<file path="config.mk">
export PLATFORM = sky130hd
export DESIGN_NAME = eau_addr_gen
export DESIGN_NICKNAME = d
export VERILOG_FILES = /design/src/rtl/eau_pkg.sv /design/src/rtl/eau_ctrl.sv /design/src/rtl/eau_datapath.sv /design/src/rtl/eau_addr_gen.sv
export SDC_FILE = /design/constraint.sdc
export NUM_CORES = 1
export LEC_CHECK = 0
export BUFFER_PORTS_ARGS = -buffer_cell sky130_fd_sc_hd__buf_2
export CAP_MARGIN = 25
export CORE_MARGIN = 5
export CORE_UTILIZATION = 44
export DETAILED_ROUTE_END_ITERATION = 10
export PLACE_DENSITY = 0.83
export SLEW_MARGIN = 25
export SYNTH_ARGS = -nofsm -noshare
export SYNTH_HDL_FRONTEND = slang
export SYNTH_SLANG_ARGS = --single-unit
export TNS_END_PERCENT = 10
</file>
<file path="constraint.sdc">
create_clock -name clk -period 1.7 [get_ports clk]
set_clock_uncertainty 0.05 [all_clocks]
set_input_delay 0.085 -clock clk [delete_from_list [all_inputs] [get_ports clk]]
set_output_delay 0.085 -clock clk [all_outputs]
set_load 0.005 [all_outputs]
</file>
<file path="src/rtl/eau_pkg.sv">
package eau_pkg;
  localparam int LOG_W   = 20;
  localparam int PAGE_W  = 6;
  localparam int SEL_W   = 3;
  localparam int MODE_W  = 3;
  localparam int PHYS_W  = LOG_W + PAGE_W;

  localparam logic [MODE_W-1:0] MODE_DIRECT   = 3'd0;
  localparam logic [MODE_W-1:0] MODE_INDIRECT = 3'd1;
  localparam logic [MODE_W-1:0] MODE_INDEXED  = 3'd2;
  localparam logic [MODE_W-1:0] MODE_IDX_IND  = 3'd3;

  // strobes from control to datapath
  typedef struct packed {
    logic latchDirect;   // register final address from the live logical address
    logic latchPtrAddr;  // register pointer-fetch address and page
    logic latchPointer;  // register final address from the returned pointer
  } eauStrobes_t;

  function automatic logic isIndirect(input logic [MODE_W-1:0] m);
    return (m == MODE_INDIRECT) || (m == MODE_IDX_IND);
  endfunction

  function automatic logic isIndexed(input logic [MODE_W-1:0] m);
    return (m == MODE_INDEXED) || (m == MODE_IDX_IND);
  endfunction
endpackage

</file>
<file path="src/rtl/eau_ctrl.sv">
module eau_ctrl
  import eau_pkg::*;
(
  input  logic              clk,
  input  logic              rst_n,
  input  logic              start,
  input  logic [MODE_W-1:0] mode,
  input  logic              memValid,
  output eauStrobes_t       strobes,
  output logic              busy,
  output logic              addrValid
);
  typedef enum logic {ST_IDLE, ST_WAIT} eauState_t;
  eauState_t state, nextState;

  always_comb begin
    strobes   = '0;
    nextState = state;
    case (state)
      ST_IDLE: begin
        if (start) begin
          if (isIndirect(mode)) begin
            strobes.latchPtrAddr = 1'b1;
            nextState            = ST_WAIT;
          end else begin
            strobes.latchDirect = 1'b1;
          end
        end
      end
      ST_WAIT: begin
        if (memValid) begin
          strobes.latchPointer = 1'b1;
          nextState            = ST_IDLE;
        end
      end
      default: nextState = ST_IDLE;
    endcase
  end

  always_ff @(posedge clk or negedge rst_n) begin
    if (!rst_n) begin
      state     <= ST_IDLE;
      addrValid <= 1'b0;
    end else begin
      state     <= nextState;
      addrValid <= strobes.latchDirect | strobes.latchPointer;
    end
  end

  assign busy = (state == ST_WAIT);

  AST_DIRECT_LATENCY: assert property (@(posedge clk) disable iff (!rst_n)
    start && !busy && !isIndirect(mode) |=> addrValid && !busy);
  AST_INDIRECT_WAITS: assert property (@(posedge clk) disable iff (!rst_n)
    start && !busy && isIndirect(mode) |=> busy && !addrValid);
  AST_RETURN_STROBE: assert property (@(posedge clk) disable iff (!rst_n)
    busy && memValid |=> addrValid && !busy);
  AST_BUSY_HOLDS: assert property (@(posedge clk) disable iff (!rst_n)
    busy && !memValid |=> busy && !addrValid);
endmodule

</file>
<file path="src/rtl/eau_datapath.sv">
module eau_datapath
  import eau_pkg::*;
#(
  parameter bit ZERO_IDX0 = 1'b1
) (
  input  logic              clk,
  input  logic              rst_n,
  input  eauStrobes_t       strobes,
  input  logic [MODE_W-1:0] mode,
  input  logic [LOG_W-1:0]  addrField,
  input  logic [SEL_W-1:0]  idxNum,
  input  logic [LOG_W-1:0]  idxLow,
  input  logic [PAGE_W-1:0] pageNum,
  input  logic [LOG_W-1:0]  memPtr,
  output logic [PHYS_W-1:0] memAddr,
  output logic [PHYS_W-1:0] physAddr
);
  logic [LOG_W-1:0]  idxUsed;
  logic [LOG_W-1:0]  linAddr;
  logic [PAGE_W-1:0] pageReg;
  logic              idxLive;

  generate
    if (ZERO_IDX0) begin : g_zeroIdx
      assign idxLive = isIndexed(mode) && (idxNum != '0);
    end else begin : g_plainIdx
      assign idxLive = isIndexed(mode) && (idxNum == idxNum);
    end
  endgenerate

  assign idxUsed = idxLive ? idxLow : '0;
  assign linAddr = addrField + idxUsed; // wraps modulo 2^LOG_W

  always_ff @(posedge clk or negedge rst_n) begin
    if (!rst_n) begin
      pageReg  <= '0;
      memAddr  <= '0;
      physAddr <= '0;
    end else begin
      if (strobes.latchDirect)
        physAddr <= {pageNum, linAddr};
      if (strobes.latchPtrAddr) begin
        pageReg <= pageNum;
        memAddr <= {pageNum, linAddr};
      end
      if (strobes.latchPointer)
        physAddr <= {pageReg, memPtr};
    end
  end

  AST_PTR_SAME_PAGE: assert property (@(posedge clk) disable iff (!rst_n)
    strobes.latchPointer |=> physAddr[PHYS_W-1:LOG_W] == memAddr[PHYS_W-1:LOG_W]);
  AST_ONE_STROBE: assert property (@(posedge clk) disable iff (!rst_n)
    $countones(strobes) <= 1);
endmodule

</file>
<file path="src/rtl/eau_addr_gen.sv">
module eau_addr_gen
  import eau_pkg::*;
(
  input  logic              clk,
  input  logic              rst_n,
  input  logic              start,
  input  logic [MODE_W-1:0] mode,
  input  logic [LOG_W-1:0]  addrField,
  input  logic [SEL_W-1:0]  idxNum,
  input  logic [LOG_W-1:0]  idxLow,
  input  logic [PAGE_W-1:0] pageNum,
  output logic              busy,
  output logic              addrValid,
  output logic [PHYS_W-1:0] physAddr,
  output logic              memReq,
  output logic [PHYS_W-1:0] memAddr,
  input  logic              memValid,
  input  logic [LOG_W-1:0]  memPtr
);
  eauStrobes_t strobes;

  eau_ctrl u_ctrl (
    .clk       (clk),
    .rst_n     (rst_n),
    .start     (start),
    .mode      (mode),
    .memValid  (memValid),
    .strobes   (strobes),
    .busy      (busy),
    .addrValid (addrValid)
  );

  eau_datapath #(.ZERO_IDX0(1'b1)) u_dp (
    .clk       (clk),
    .rst_n     (rst_n),
    .strobes   (strobes),
    .mode      (mode),
    .addrField (addrField),
    .idxNum    (idxNum),
    .idxLow    (idxLow),
    .pageNum   (pageNum),
    .memPtr    (memPtr),
    .memAddr   (memAddr),
    .physAddr  (physAddr)
  );

  assign memReq = busy;

  AST_REQ_ADDR_STABLE: assert property (@(posedge clk) disable iff (!rst_n)
    memReq && !memValid |=> memReq && $stable(memAddr));
  AST_RESULT_PAGE: assert property (@(posedge clk) disable iff (!rst_n)
    busy && memValid |=> physAddr[PHYS_W-1:LOG_W] == $past(memAddr[PHYS_W-1:LOG_W]));
endmodule

</file>
==> reports/summary.log <==
INFO  global_route   grt_start_max_net_pins=33
INFO  power          share_comb_of_total_power=38.1%
INFO  worst_setup_path r2r_slack=0.08ns
INFO  final_layout   num-nets-final=636
INFO  cts            tritoncts=built
INFO  outcome        status=complete, but fails checks
INFO  cts            total_number_of_h_tree_levels=2
INFO  yosys          synth_ff_type=sky130_fd_sc_hd__dfrtp_1
INFO  worst_setup_path critPathMaxFanout=5
INFO  yosys          synth-async-reset-ratio=100.0%
INFO  floorplanning  coreArea=0.006907mm^2
INFO  global_route   grt_remaining_overflow=0
INFO  worst_setup_path timing.critical_path.required=1.84ns
INFO  worst_setup_path worst-setup-path-type=in -> reg
INFO  sta            final.setup.worst_slack=-0.5223ns
INFO  min_path       holdCritPathClass=in -> reg
INFO  sta            worst_slew_pin_slew=0.5474ns
INFO  job            cap_violations=0
INFO  final_layout   final_cell_area=0.004991mm^2
INFO  worst_setup_path worst_r2r_endpoint=u_dp.physAddr[13]
INFO  route          routed_wirelength=10,620um
INFO  yosys          number_of_synthesized_flops_with_an_enable_pin=0
INFO  floorplanning  core.rowCount=30
INFO  cts            clk_root_buffer_cell=sky130_fd_sc_hd__clkbuf_8
INFO  yosys          synth_top_area_cells=sky130_fd_sc_hd__dfrtp_1, sky130_fd_sc_hd__ha_1, sky130_fd_sc_hd__nand2_1
INFO  route          dr.first_iter.drc_count=111
INFO  min_path       hold_path_depth=3
INFO  floorplanning  area_of_the_die=0.008972mm^2
INFO  yosys          postSynthRegisterBits=54
INFO  yosys          synth-warning-count=0
INFO  final_layout   multiInputGateArea=0.002110mm^2
INFO  sta            top_achievable_clock_speed=0.4500GHz
INFO  floorplanning  initial_utilization=45.72%
INFO  worst_setup_path ff2ff_path_depth=5
INFO  placed_design  gpl.final_weighted_congestion=0.8985
INFO  sta            hold_viol=0
INFO  worst_setup_path worst-path-buf-inv=2
INFO  worst_setup_path timing.critical_path.slowest_stage_cell=sky130_fd_sc_hd__fa_2
INFO  final_layout   flow.area_growth_from_synthesis=58.04%
INFO  worst_setup_path endpoint_kind=flip-flop
INFO  global_route   vias_in_the_first_global_route=3,463
INFO  worst_setup_path critical_path.top_delay_family=compound AO/OA/AOI/OAI gates
INFO  yosys          synth_fp_nets=438
INFO  yosys          mappedNetlistArea=0.003158mm^2
INFO  sta            slew-limit-headroom=63.51%
INFO  yosys          post_synth_inst_count=342
INFO  global_route   gr-usage-all-layers=23.73%
INFO  yosys          netlist.top_cell.by_area=sky130_fd_sc_hd__dfrtp_1
INFO  power          vdd_drop_max=363.4uV
INFO  sta            rsz_0062_raised_after_global_routing=yes
INFO  sta            maxSlewViolCount=0
INFO  outcome        violations=negative setup slack
INFO  placed_design  post_dp_cell_area=0.004302mm^2
INFO  worst_setup_path cp.arrival=2.36ns
INFO  min_path       hold_path_startpoint=memPtr[3]
INFO  route          ant_nets=0
INFO  floorplanning  floorplan.io_pins=131
INFO  power          power_per_cell_area=796.7mW/mm^2
INFO  global_route   grt_first_pass_wirelength=16,620um
INFO  worst_setup_path worst_setup_path_start_kind=input pin
INFO  cts            cts_sinks=54
INFO  sta            finalHoldWorstSlack=0.01076ns
INFO  route          drt_first_pass_iters=4
INFO  placed_design  dp_hpwl=7605um
INFO  final_layout   drive_gt1_share=49.72%
INFO  worst_setup_path critical_path.most_common_cell=sky130_fd_sc_hd__a21oi_2
INFO  yosys          yosysUniqueCellTypes=47
INFO  route          drt-vias-per-instance=5.201
INFO  cts            clock_tree.buffer_depth=2
INFO  final_layout   num_antenna_cells=0
INFO  worst_setup_path worstReg2RegStart=u_ctrl.busy
INFO  placed_design  place.port_buffers=130
INFO  route          wl_per_cell=16.67um
INFO  cts            cts_made_buffers=5
INFO  worst_setup_path cp_cell_sequence=buf_6 > nor3_4 > nor3b_4 > buf_4 > and2_4 > fa_2 > a21oi_2 > o21ai_2 > a21oi_2 > o31ai_4 > a211o_1 > xnor2_2 > a21oi_1
INFO  power          power.internal=2.652mW
INFO  floorplanning  die_y=94.72um
INFO  route          vias=3,313
INFO  global_route   initial_antenna_violation_count=0
INFO  floorplanning  floorplan_die_width=94.72um
INFO  power          sw_frac_of_total=33.31%
INFO  sta            final.period_utilization=130.7%
INFO  final_layout   fillers=535
INFO  power          seq_pwr_share=44.1%
INFO  power          power_switching=1.325mW
INFO  yosys          syn_area_per_cell=9.234um^2
INFO  min_path       min_delay_worst_endpoint=u_dp.physAddr[3]
INFO  cts            clk_pin_slew=0.10ns
INFO  sta            min_tclk_post_route=2.222ns
INFO  final_layout   area.sequential=0.001351mm^2
INFO  sta            setup_viol=30
INFO  yosys          seq_area_frac_synth=42.79%
INFO  power          clkPwrFrac=17.8%
INFO  sta            fin_setup_tns=-10.89ns
INFO  power          leakage=2.476nW
INFO  cts            clkLatencyLatePin=0.30ns
INFO  yosys          synth_largest_type_area_fraction=42.79%
INFO  route          drc=0
INFO  worst_setup_path crit_path_max_incr_delay=0.36ns
## cell type report
| type | instances | share of cell area (%) |
|---|---|---|
| repair buffers | 206 | 26.15 |
| well taps | 96 | 2.407 |
| flip-flops and latches | 54 | 27.07 |
| clock inverters | 2 | 0.2758 |
| inverters | 5 | 0.3760 |
| multi-input cells | 268 | 42.27 |
| clock buffers | 6 | 1.454 |
## cell usage in the layout, fill, tap and decap left out, types with 10 or more instances in the layout
| cell | count |
|---|---|
| sky130_fd_sc_hd__nor2_1 | 19 |
| sky130_fd_sc_hd__and3_1 | 12 |
| sky130_fd_sc_hd__buf_4 | 55 |
| sky130_fd_sc_hd__nand2_1 | 56 |
| sky130_fd_sc_hd__dlygate4sd3_1 | 13 |
| sky130_fd_sc_hd__ha_4 | 10 |
| sky130_fd_sc_hd__and2_1 | 16 |
| sky130_fd_sc_hd__a21oi_1 | 19 |
| sky130_fd_sc_hd__buf_2 | 128 |
| sky130_fd_sc_hd__dfrtp_1 | 54 |
| sky130_fd_sc_hd__o21ai_1 | 20 |
## sequential cells by signal, indices dropped and copies added (netlist names)
register          count
u_ctrl.addrValid      1
u_ctrl.busy           1
u_dp.memAddr         25
u_dp.pageReg          1
u_dp.physAddr        26
## worst min-delay path, stage by stage
cell and delay (ns):
sky130_fd_sc_hd__buf_2 0.08, sky130_fd_sc_hd__a211oi_1 0.06, sky130_fd_sc_hd__a21oi_1 0.10
## layer usage
metal	GRT usage (%)	vias up	wire (um)
met3	3.984	19	720
li1	-	1577	-
met4	6.971	0	182
met2	45.21	123	5820
met1	26.83	1594	3895
met5	0	-	0
## worst max-delay path by stage
| stage | endpoint | slack [ns] | cells after the start | start |
|---|---|---|---|---|
| 3_3_place_gp | u_dp.physAddr[12] | -1.06 | 12 | idxNum[0] |
| 5_1_grt | u_dp.physAddr[14] | -0.63 | 13 | idxNum[0] |
| 2_1_floorplan | u_dp.physAddr[14] | -0.83 | 14 | idxNum[1] |
| 6_report | u_dp.physAddr[14] | -0.52 | 13 | idxNum[0] |
| 3_5_place_dp | u_dp.physAddr[16] | -1.21 | 12 | idxNum[0] |
| 4_1_cts | u_dp.physAddr[12] | -0.51 | 13 | idxNum[2] |
## power by group through the flow
stage               Sequential, mW  Combinational, mW  Clock [mW]
CTS                           1.75               1.44       0.717
finish                        1.75               1.51       0.709
global route                  1.78               1.67       0.776
floorplan                     1.78              0.587           0
global placement              1.75               1.26           0
detailed placement            1.77               1.31           0
## cell usage after synthesis, types with 2 or more instances
master,number
sky130_fd_sc_hd__nand2_1,57
sky130_fd_sc_hd__dfrtp_1,54
sky130_fd_sc_hd__a21oi_1,27
sky130_fd_sc_hd__and2_1,23
sky130_fd_sc_hd__o21ai_1,22
sky130_fd_sc_hd__ha_1,19
sky130_fd_sc_hd__nor2_1,19
sky130_fd_sc_hd__and3_1,12
sky130_fd_sc_hd__clkbuf_1,12
sky130_fd_sc_hd__xnor2_1,11
sky130_fd_sc_hd__mux2_2,8
sky130_fd_sc_hd__xor2_1,8
sky130_fd_sc_hd__a21o_1,6
sky130_fd_sc_hd__nor2b_1,6
sky130_fd_sc_hd__o22ai_1,6
sky130_fd_sc_hd__o21ai_0,5
sky130_fd_sc_hd__a31oi_1,4
sky130_fd_sc_hd__inv_1,4
sky130_fd_sc_hd__a211oi_1,3
sky130_fd_sc_hd__a21oi_2,3
sky130_fd_sc_hd__a22oi_1,2
sky130_fd_sc_hd__and4_1,2
sky130_fd_sc_hd__buf_1,2
sky130_fd_sc_hd__nand4_1,2
sky130_fd_sc_hd__nor3_1,2
sky130_fd_sc_hd__o211ai_1,2
## logic make-up after synthesis
| logic type | Yosys count | synth area share (%) |
|---|---|---|
| buf+inv | 20 | 2.496 |
| flops | 54 | 42.79 |
| compound gates | 92 | 18.74 |
| xor+xnor | 19 | 5.269 |
| simple gates | 129 | 19.69 |
| fa+ha+maj | 20 | 8.162 |
| mux | 8 | 2.853 |
## stage by stage
step / total power [mW] / worst slack, ns / util (%) / instances
floorplan: 2.368 / -0.8261 / - / 342
CTS: 3.903 / -0.5119 / 70.13 / 635
global route: 4.225 / -0.6278 / 72.26 / 637
global placement: 3.017 / -1.056 / 62.28 / 604
detailed placement: 3.081 / -1.206 / 62.28 / 604
finish: 3.976 / -0.5223 / 72.26 / 637
## what timing repair did
item | CTS | global route
buffers inserted | 12 | 2
hold buffers | 13 | 0
setup endpoints to repair | 38 | 34
pin swaps | 26 | 22
hold endpoints to repair | 34 | 0
gates resized for setup | 39 | 23
Power figures use the tool's default switching activity.
